==> src/rtl/trig_readout_pkg.sv <==
package trig_readout_pkg;
  typedef enum logic [1:0] {
    OP_PASS     = 2'd0,
    OP_SUM      = 2'd1,
    OP_MUL      = 2'd2,
    OP_PASS_ALT = 2'd3
  } op_e;
endpackage

==> src/rtl/rd_ptr.sv <==
module rd_ptr #(
  parameter int NUM_CH       = 4,
  parameter int REGION_WORDS = 16,
  localparam int CH_W  = $clog2(NUM_CH),
  localparam int OFF_W = $clog2(REGION_WORDS),
  localparam int AW    = $clog2(NUM_CH * REGION_WORDS)
) (
  input  logic             clk_i,
  input  logic             rst_ni,
  input  logic             load_i,
  input  logic [CH_W-1:0]  chan_i,
  input  logic [OFF_W-1:0] off_i,
  input  logic             adv_i,
  output logic [AW-1:0]    addr_o
);
  logic [CH_W-1:0]  chan_q;
  logic [OFF_W-1:0] off_q;

  always_ff @(posedge clk_i or negedge rst_ni) begin
    if (!rst_ni) begin
      chan_q <= '0;
      off_q  <= '0;
    end else if (load_i) begin
      chan_q <= chan_i;
      off_q  <= off_i;
    end else if (adv_i) begin
      off_q <= (off_q == OFF_W'(REGION_WORDS - 1)) ? '0 : off_q + 1'b1;
    end
  end

  assign addr_o = AW'(chan_q) * AW'(REGION_WORDS) + AW'(off_q);
endmodule

==> src/rtl/lane_math.sv <==
module lane_math
  import trig_readout_pkg::*;
#(
  parameter int SAMPLE_W = 8
) (
  input  logic [SAMPLE_W-1:0] a_i,
  input  logic [SAMPLE_W-1:0] b_i,
  input  op_e                 op_i,
  input  logic                keep_i,
  output logic [SAMPLE_W-1:0] y_o
);
  logic [SAMPLE_W:0]     sum;
  logic [2*SAMPLE_W-1:0] prod;
  logic [SAMPLE_W-1:0]   res;

  assign sum  = {1'b0, a_i} + {1'b0, b_i};
  assign prod = a_i * b_i;

  always_comb begin
    unique case (op_i)
      OP_SUM:  res = sum[SAMPLE_W] ? '1 : sum[SAMPLE_W-1:0];
      OP_MUL:  res = (|prod[2*SAMPLE_W-1:SAMPLE_W]) ? '1 : prod[SAMPLE_W-1:0];
      default: res = a_i;
    endcase
  end

  assign y_o = keep_i ? res : '0;
endmodule

==> src/rtl/trig_readout.sv <==
module trig_readout
  import trig_readout_pkg::*;
#(
  parameter int NUM_CH       = 4,
  parameter int REGION_WORDS = 16,
  parameter int LANES        = 4,
  parameter int SAMPLE_W     = 8,
  localparam int CH_W   = $clog2(NUM_CH),
  localparam int OFF_W  = $clog2(REGION_WORDS),
  localparam int AW     = $clog2(NUM_CH * REGION_WORDS),
  localparam int WORD_W = LANES * SAMPLE_W,
  localparam int BE_W   = WORD_W / 8,
  localparam int CNT_W  = $clog2(REGION_WORDS * LANES + 1)
) (
  input  logic              clk_i,
  input  logic              rst_ni,
  input  logic              start_i,
  input  logic [CH_W-1:0]   chan_a_i,
  input  logic [CH_W-1:0]   chan_b_i,
  input  logic [1:0]        op_i,
  input  logic [OFF_W-1:0]  start_off_i,
  input  logic [CNT_W-1:0]  sample_cnt_i,
  output logic              busy_o,
  output logic [AW-1:0]     rd_addr_a_o,
  input  logic [WORD_W-1:0] rd_data_a_i,
  output logic [AW-1:0]     rd_addr_b_o,
  input  logic [WORD_W-1:0] rd_data_b_i,
  output logic              wb_valid_o,
  input  logic              wb_ready_i,
  output logic [WORD_W-1:0] wb_data_o,
  output logic [BE_W-1:0]   wb_be_o,
  output logic              wb_last_o
);
  localparam int LANE_W  = $clog2(LANES);
  localparam int WCNT_W  = $clog2(REGION_WORDS + 1);
  localparam int BPL     = SAMPLE_W / 8;

  logic              run_q;
  logic [WCNT_W-1:0] words_q;
  logic [LANE_W-1:0] tail_q;
  op_e               op_q;
  logic              accept, adv, is_last;
  logic [CNT_W:0]    cnt_round;
  logic [LANES-1:0]  keep;
  logic [WORD_W-1:0] word_nxt;
  logic [BE_W-1:0]   be_nxt;

  assign accept    = start_i && !run_q && !wb_valid_o && (sample_cnt_i != '0);
  assign adv       = run_q && (!wb_valid_o || wb_ready_i);
  assign is_last   = (words_q == WCNT_W'(1));
  assign cnt_round = {1'b0, sample_cnt_i} + (CNT_W + 1)'(LANES - 1);
  assign busy_o    = run_q || wb_valid_o;

  always_ff @(posedge clk_i or negedge rst_ni) begin
    if (!rst_ni) begin
      run_q   <= 1'b0;
      words_q <= '0;
      tail_q  <= '0;
      op_q    <= OP_PASS;
    end else if (accept) begin
      run_q   <= 1'b1;
      words_q <= WCNT_W'(cnt_round >> LANE_W);
      tail_q  <= sample_cnt_i[LANE_W-1:0];
      op_q    <= op_e'(op_i);
    end else if (adv) begin
      words_q <= words_q - 1'b1;
      if (is_last) run_q <= 1'b0;
    end
  end

  rd_ptr #(.NUM_CH(NUM_CH), .REGION_WORDS(REGION_WORDS)) u_ptr_a (
    .clk_i(clk_i), .rst_ni(rst_ni), .load_i(accept), .chan_i(chan_a_i),
    .off_i(start_off_i), .adv_i(adv), .addr_o(rd_addr_a_o)
  );

  rd_ptr #(.NUM_CH(NUM_CH), .REGION_WORDS(REGION_WORDS)) u_ptr_b (
    .clk_i(clk_i), .rst_ni(rst_ni), .load_i(accept), .chan_i(chan_b_i),
    .off_i(start_off_i), .adv_i(adv), .addr_o(rd_addr_b_o)
  );

  for (genvar l = 0; l < LANES; l++) begin : g_lane
    // tail lanes of a partial final word are blanked
    assign keep[l] = !(is_last && (tail_q != '0) && (LANE_W'(l) >= tail_q));
    assign be_nxt[l*BPL +: BPL] = {BPL{keep[l]}};
    lane_math #(.SAMPLE_W(SAMPLE_W)) u_math (
      .a_i   (rd_data_a_i[l*SAMPLE_W +: SAMPLE_W]),
      .b_i   (rd_data_b_i[l*SAMPLE_W +: SAMPLE_W]),
      .op_i  (op_q),
      .keep_i(keep[l]),
      .y_o   (word_nxt[l*SAMPLE_W +: SAMPLE_W])
    );
  end

  always_ff @(posedge clk_i or negedge rst_ni) begin
    if (!rst_ni) begin
      wb_valid_o <= 1'b0;
      wb_data_o  <= '0;
      wb_be_o    <= '0;
      wb_last_o  <= 1'b0;
    end else if (adv) begin
      wb_valid_o <= 1'b1;
      wb_data_o  <= word_nxt;
      wb_be_o    <= be_nxt;
      wb_last_o  <= is_last;
    end else if (wb_ready_i) begin
      wb_valid_o <= 1'b0;
      wb_last_o  <= 1'b0;
    end
  end
endmodule

==> config.mk <==
export PLATFORM = sky130hd
export DESIGN_NAME = trig_readout
export DESIGN_NICKNAME = d
export VERILOG_FILES = /design/src/rtl/trig_readout_pkg.sv /design/src/rtl/rd_ptr.sv /design/src/rtl/lane_math.sv /design/src/rtl/trig_readout.sv
export SDC_FILE = /design/constraint.sdc
export NUM_CORES = 1
export LEC_CHECK = 0
export ABC_AREA = 1
export ABC_CLOCK_PERIOD_IN_PS = 1500
export BUFFER_PORTS_ARGS = -buffer_cell sky130_fd_sc_hd__buf_2
export CORE_ASPECT_RATIO = 1.25
export CORE_UTILIZATION = 57
export DETAILED_ROUTE_END_ITERATION = 16
export GPL_TIMING_DRIVEN = 0
export PLACE_DENSITY = 0.8
export SETUP_SLACK_MARGIN = 0.3
export SYNTH_ARGS = -nofsm -noshare
export SYNTH_HDL_FRONTEND = slang
export SYNTH_SLANG_ARGS = --single-unit
==> constraint.sdc <==
create_clock -name clk_i -period 1.5 [get_ports clk_i]
set_input_delay 0.15 -clock clk_i [delete_from_list [all_inputs] [get_ports clk_i]]
set_output_delay 0.15 -clock clk_i [all_outputs]
set_load 0.1 [all_outputs]
# ---- Word-level counts from Yosys, hierarchy flattened
# Cells that the tools add are included.
dict set report op_classes {
  n_reduce_logical 27
  add_sub_neg 10
  magnitude_cmp 4
  muxes 30
  n_eq_ne 5
  n_mul 4
}
# operator n
set ops {}
lappend ops {{$mux 8} 12}
lappend ops {{$mul 8x8->16} 4}
lappend ops {{$pmux 8 s2} 4}
lappend ops {{$add 8x8->9} 4}
lappend ops {{$reduce_or 8->1} 4}
lappend ops {{$mux 4} 6}
lappend ops {{$add 6x4->6} 2}
lappend ops {{$mux 5} 2}
lappend ops {{$logic_and 1x1->1} 9}
lappend ops {{$add 4x1->4 const B} 2}
lappend ops {{$eq 4x4->1 const B} 2}
lappend ops {{$reduce_bool 2->1} 4}
lappend ops {{$add 7x2->7 const B} 1}
lappend ops {{$reduce_bool 7->1} 1}
lappend ops {{$logic_not 1->1} 6}
lappend ops {{$mux 1} 6}
lappend ops {{$eq 5x1->1 const B} 1}
lappend ops {{$sub 5x1->5 const B} 1}
lappend ops {{$ge 1x2->1 const A} 2}
lappend ops {{$ge 2x2->1 const A} 2}
lappend ops {{$eq 2x1->1 const B} 1}
lappend ops {{$eq 2x2->1 const B} 1}
lappend ops {{$logic_or 1x1->1} 2}
lappend ops {{$reduce_and 2->1} 1}
dict set report totals {
  inputBits 85
  ff_bits 60
  output_inout_bits 51
  wordCells 92
}

# ---- Longest topological paths before layout
dict set report depth {
  word_depth 6
  ltp_mapped 28
}

# ---- Hierarchy
# Synthesis repeated with hierarchy kept, for this count alone.
dict set report unflattened {
  cells_unflattened 2190
  area_unflattened_um2 14732.9
}
# mod cells_per_inst area_per_inst_um2 n_inst
set by_module_without_submodules {}
lappend by_module_without_submodules {{lane_math at g_lane[0].u_math ...} 464 2989.1 2}
lappend by_module_without_submodules {{lane_math at g_lane[3].u_math} 462 2972.9 1}
lappend by_module_without_submodules {{lane_math at g_lane[2].u_math} 458 2941.6 1}
lappend by_module_without_submodules {trig_readout 258 2154.6 1}
lappend by_module_without_submodules {rd_ptr 42 342.8 2}

# ---- Worst setup path before layout
# Ideal clock, no wire load.
dict set report synth_timing {
  path_type {input to register}
  from {input port rd_data_a_i[0]}
  to {register wb_data_o[1]}
  arrival_ns 4.041
  setup_time_ns 0.120
  stages 24
  setup_slack_ns -2.661
  cell_sequence {clkbuf_1 > nand2_1 > fa_1 > fa_1 > inv_1 > fa_1 > inv_1 > fa_1 > inv_1 > ha_1 > nand2_1 > inv_1 > nand2_1 > nand2_1 > nand2_1 > nand3_1 > nand2_1 > nand2_1 > nor2_2 > nand3_4 > o21ai_1 > nand2_1 > nand2_1 > nand2_1}
}
dict set report synth_via {
  elab_chain_cells 5
  word_cells_on_any_way 7
  classes_between {add/sub: 1; mul: 1; mux: 4; reduce/logical: 1}
}
# item line
set synth_lines {}
lappend synth_lines {{from (decl)} trig_readout.sv:25} ;# input logic [WORD_W-1:0] rd_data_a_i,
lappend synth_lines {{$mul 8x8->16} lane_math.sv:17} ;# assign prod = a_i * b_i;
lappend synth_lines {{$reduce_or 8->1} lane_math.sv:22} ;# OP_MUL: res = (|prod[2*SAMPLE_W-1:SAMPLE_W]) ? '1 : prod[SAMPLE_W-1:0];
lappend synth_lines {{$mux 8} lane_math.sv:22}
lappend synth_lines {{$pmux 8 s2 *} lane_math.sv:20} ;# unique case (op_i)
lappend synth_lines {{$mux 8 *} lane_math.sv:27} ;# assign y_o = keep_i ? res : '0;
lappend synth_lines {{to (signal assigned)} trig_readout.sv:102} ;# wb_data_o <= word_nxt;
lappend synth_lines {{to (decl)} trig_readout.sv:30} ;# output logic [WORD_W-1:0] wb_data_o,
# Mark *: on every way between the ends. The rest lies on a longest branch, timed or not.
# A chain may end at the register's enable or synchronous reset.

# ---- Worst setup path after layout
dict set report layout_timing {
  from {input port rd_data_b_i[21]}
  to {register wb_data_o[17]}
}
dict set report layout_via {
  elab_chain_cells 5
  word_cells_on_any_way 7
  classes_between {add/sub: 1; mul: 1; mux: 4; reduce/logical: 1}
}
# item line
set layout_lines {}
lappend layout_lines {{from (decl)} trig_readout.sv:27} ;# input logic [WORD_W-1:0] rd_data_b_i,
lappend layout_lines {{$mul 8x8->16} lane_math.sv:17}
lappend layout_lines {{$reduce_or 8->1} lane_math.sv:22}
lappend layout_lines {{$mux 8} lane_math.sv:22}
lappend layout_lines {{$pmux 8 s2 *} lane_math.sv:20}
lappend layout_lines {{$mux 8 *} lane_math.sv:27}
# Marks and branches as above.

==> results_dict.tcl <==
set metrics [dict create \
    die_area_um2 25300 \
    fmax_mhz 245 \
    nNetsFinal 2755 \
    pwr-share-seq 0.097 \
    slowest_delay_ns 0.49 \
    fin_util 0.771 \
    p_clk_frac 0.066 \
    multi_input_area_um2 11900 \
    slowest_stage "fa_1" \
    fillers 1749 \
    p_comb_frac 0.837 \
    crit_family "adder cells" \
    yosys_warnings 0 \
    status "finished, violations left" \
    end_kind "register" \
    cts_made_buffers 9 \
    worst-setup-path-type "in -> reg" \
    drt_iter0_markers 1131 \
    placed_cell_area_um2 15500 \
    io_buffer_count 135 \
    routedWlPerCell_um 17.6 \
    violations "setup timing" \
    gp_congestion 0.899 \
    hold_viol 0 \
    drc 0 \
    power_density_nw_per_um2 1900 \
    whs_ns 0.0357 \
    ant_nets 0 \
    synth_cell_type_count 38 \
    clk_latency_ns 0.34 \
    crit_arrival_ns 4.28 \
    clock_sink_count 60 \
    cts.reportedPaths.clkPinSlew_ns 0.06 \
    path_cells "buf_2 -> ha_2 -> inv_1 -> fa_1 -> fa_1 -> inv_1 -> fa_1 -> ha_1 -> ha_1 -> nand2_1 -> nor2_2 -> nand3_2 -> nand3_2 -> nand2_1 -> nand2_1 -> nand2_2 -> nor2_4 -> nand2_4 -> o21ai_2 -> nand2_1 -> nand2_1 -> nand2_1" \
    rows 63 \
    root_buffer "clkbuf_16" \
    setup_ws_ns -2.58 \
    layout-drive-gt1-share 0.255 \
    rsz0062_at_grt "yes" \
    setup_violations 40 \
    slew_headroom 0.454 \
    coreArea_um2 24000 \
    crit_fanout 8 \
    max-vdd-ir-drop_mv 1.87 \
    dp_hpwl_um 31400 \
    start_kind "input port" \
    layout_commonest_cell "nand2_1" \
    diodes 0 \
    grt_pass1_wl_um 69300 \
    cts_tree "done" \
    die_h_um 178 \
    grt_max_degree 61 \
    antenna_found_initial 0 \
    viasPerCell 5.57 \
    setup_tns_ns -79.27 \
    ys_seq_area_frac 0.107 \
    crit_top_cell "nand2_1" \
    power.internal_mw 14.3 \
    regArea_um2 1530 \
    wirelength_um 47000 \
    synth_area_um2 14000 \
    cts_max_level 3 \
    area_growth_pct 31.5 \
    worst_clock_skew_ns 0.0146 \
    vias 14865 \
    critPathBufInv 3 \
    slew_violations 0 \
    holdCritPathClass "in -> reg" \
    final_cell_mix "594 x nand2_1, 446 x inv_1, 146 x fa_1" \
    grt_pass1_vias 14749 \
    max_slew.worst_pin.slew_ns 0.819 \
    drt_pass1_iterations 8 \
    min_period_over_period 2.72 \
    p_sw_frac 0.592 \
    synth_nets 2528 \
    ios 136 \
    initial_utilization 0.586 \
    p_leak_nw 10.7 \
    die_width_um 142 \
    ys_seq_elements 60 \
    p_sw_mw 20.8 \
    cts.path.max_buffers 2 \
    synth_cells 2113 \
    fin_crit_ns 4.08 \
    critical_path_required_ns 1.70 \
    maxCapViolations 0 \
    avgSynthCellArea_um2 6.65 \
    overflow 0 \
    grtUsageTotal 0.351 \
    fin_area_um2 18500 \
]
timing repair:
item / CTS / global route
pin swaps: 102 / 103
endpoints found under the hold margin: 0 / 60
gates cloned: 3 / 1
setup buffers: 62 / 14
setup endpoints to repair: 108 / 76
hold buffers: 0 / 1
resized for setup: 328 / 218
flip-flops by register name, summed over array words and instances, names as in the netlist:
register / cells
op_q: 2
run_q: 1
tail_q: 2
u_ptr_a.chan_q: 2
u_ptr_a.off_q: 4
u_ptr_b.chan_q: 2
u_ptr_b.off_q: 4
wb_be_o: 4
wb_data_o: 32
wb_last_o: 1
wb_valid_o: 1
words_q: 5
cells by family (layout without fill, tap and decap cells):
kind of cell,count (synthesis),in the layout,synth area share
flops,60,60,0.107
simple gates,1008,1009,0.301
xor+xnor,29,29,0.0181
fa+ha+maj,330,330,0.373
buf+inv,540,771,0.145
compound gates,146,146,0.0568
synthesized netlist by cell type, drive strengths merged:
master	count	area, um2
inv	481	1810
a31o	1	8.76
nor2	129	559
a31oi	3	18.8
or2	16	103
o211ai	5	37.5
clkinv	1	3.75
nand4	30	188
nor3	4	20.0
o21bai	3	22.5
o21ai	40	208
ha	182	2280
fa	148	2960
o311ai	2	17.5
o221ai	2	17.5
a21oi	86	438
nand3	101	533
o31ai	4	30.0
buf	3	15.0
clkbuf	55	206
nand2	714	2700
dfrtp	60	1500
xor2	15	131
xnor2	14	123
and2	1	6.26
nand3b	13	110
routing by layer:
layer / global-route usage / share of wire / vias to the layer above
met4: 0.199 / 0.071 / 0
met5: 0 / 0 / -
li1: - / - / 6831
met1: 0.387 / 0.35 / 6951
met3: 0.0407 / 0.074 / 293
met2: 0.647 / 0.51 / 790
worst paths after layout:
kind | from | endpoint | slack, ns | depth (start not counted)
hold / removal | chan_b_i[1] | u_ptr_b.chan_q[1] | 0.04 | 3
setup reg to reg | op_q[0] | wb_data_o[20] | -0.61 | 8
max in group asynchronous | rst_ni | u_ptr_b.off_q[0] | 0.45 | 2
hold reg to reg | wb_data_o[3] | wb_data_o[3] | 0.48 | 2
min in group asynchronous | rst_ni | wb_be_o[0] | 0.44 | 2
setup / recovery | rd_data_b_i[21] | wb_data_o[17] | -2.58 | 22
per-stage QoR:
stage,power (mW),worst slack [ns],instances
global placement,25.1,-2.99,2573
CTS,31.3,-2.51,2654
floorplan,21.0,-2.43,2113
detailed placement,25.6,-3.09,2573
finish,35.1,-2.58,2670
global route,37.4,-2.77,2670
power groups by stage:
stage	Clock [mW]	Combinational, mW	Sequential (mW)
global route	2.40	31.6	3.42
detailed placement	0	22.5	3.07
global placement	0	22.1	3.07
finish	2.33	29.3	3.39
floorplan	0	13.5	7.47
CTS	2.31	25.8	3.15
area by class of cell:
type | instances | share of cell area
repair buffers | 215 | 0.0975
clock buffers | 11 | 0.0137
clock inverters | 5 | 0.00454
inverters | 482 | 0.0993
well taps | 325 | 0.0220
multi-input cells | 1514 | 0.644
flip-flops and latches | 60 | 0.0826
plain buffers | 58 | 0.0366
worst min-delay path: cells and delay by family:
| family | cells | cell delay [ns] |
|---|---|---|
| AND/OR/NAND/NOR | 2 | 0.08 |
| buffers and inverters | 1 | 0.10 |
(Power assumes the default switching activity.)
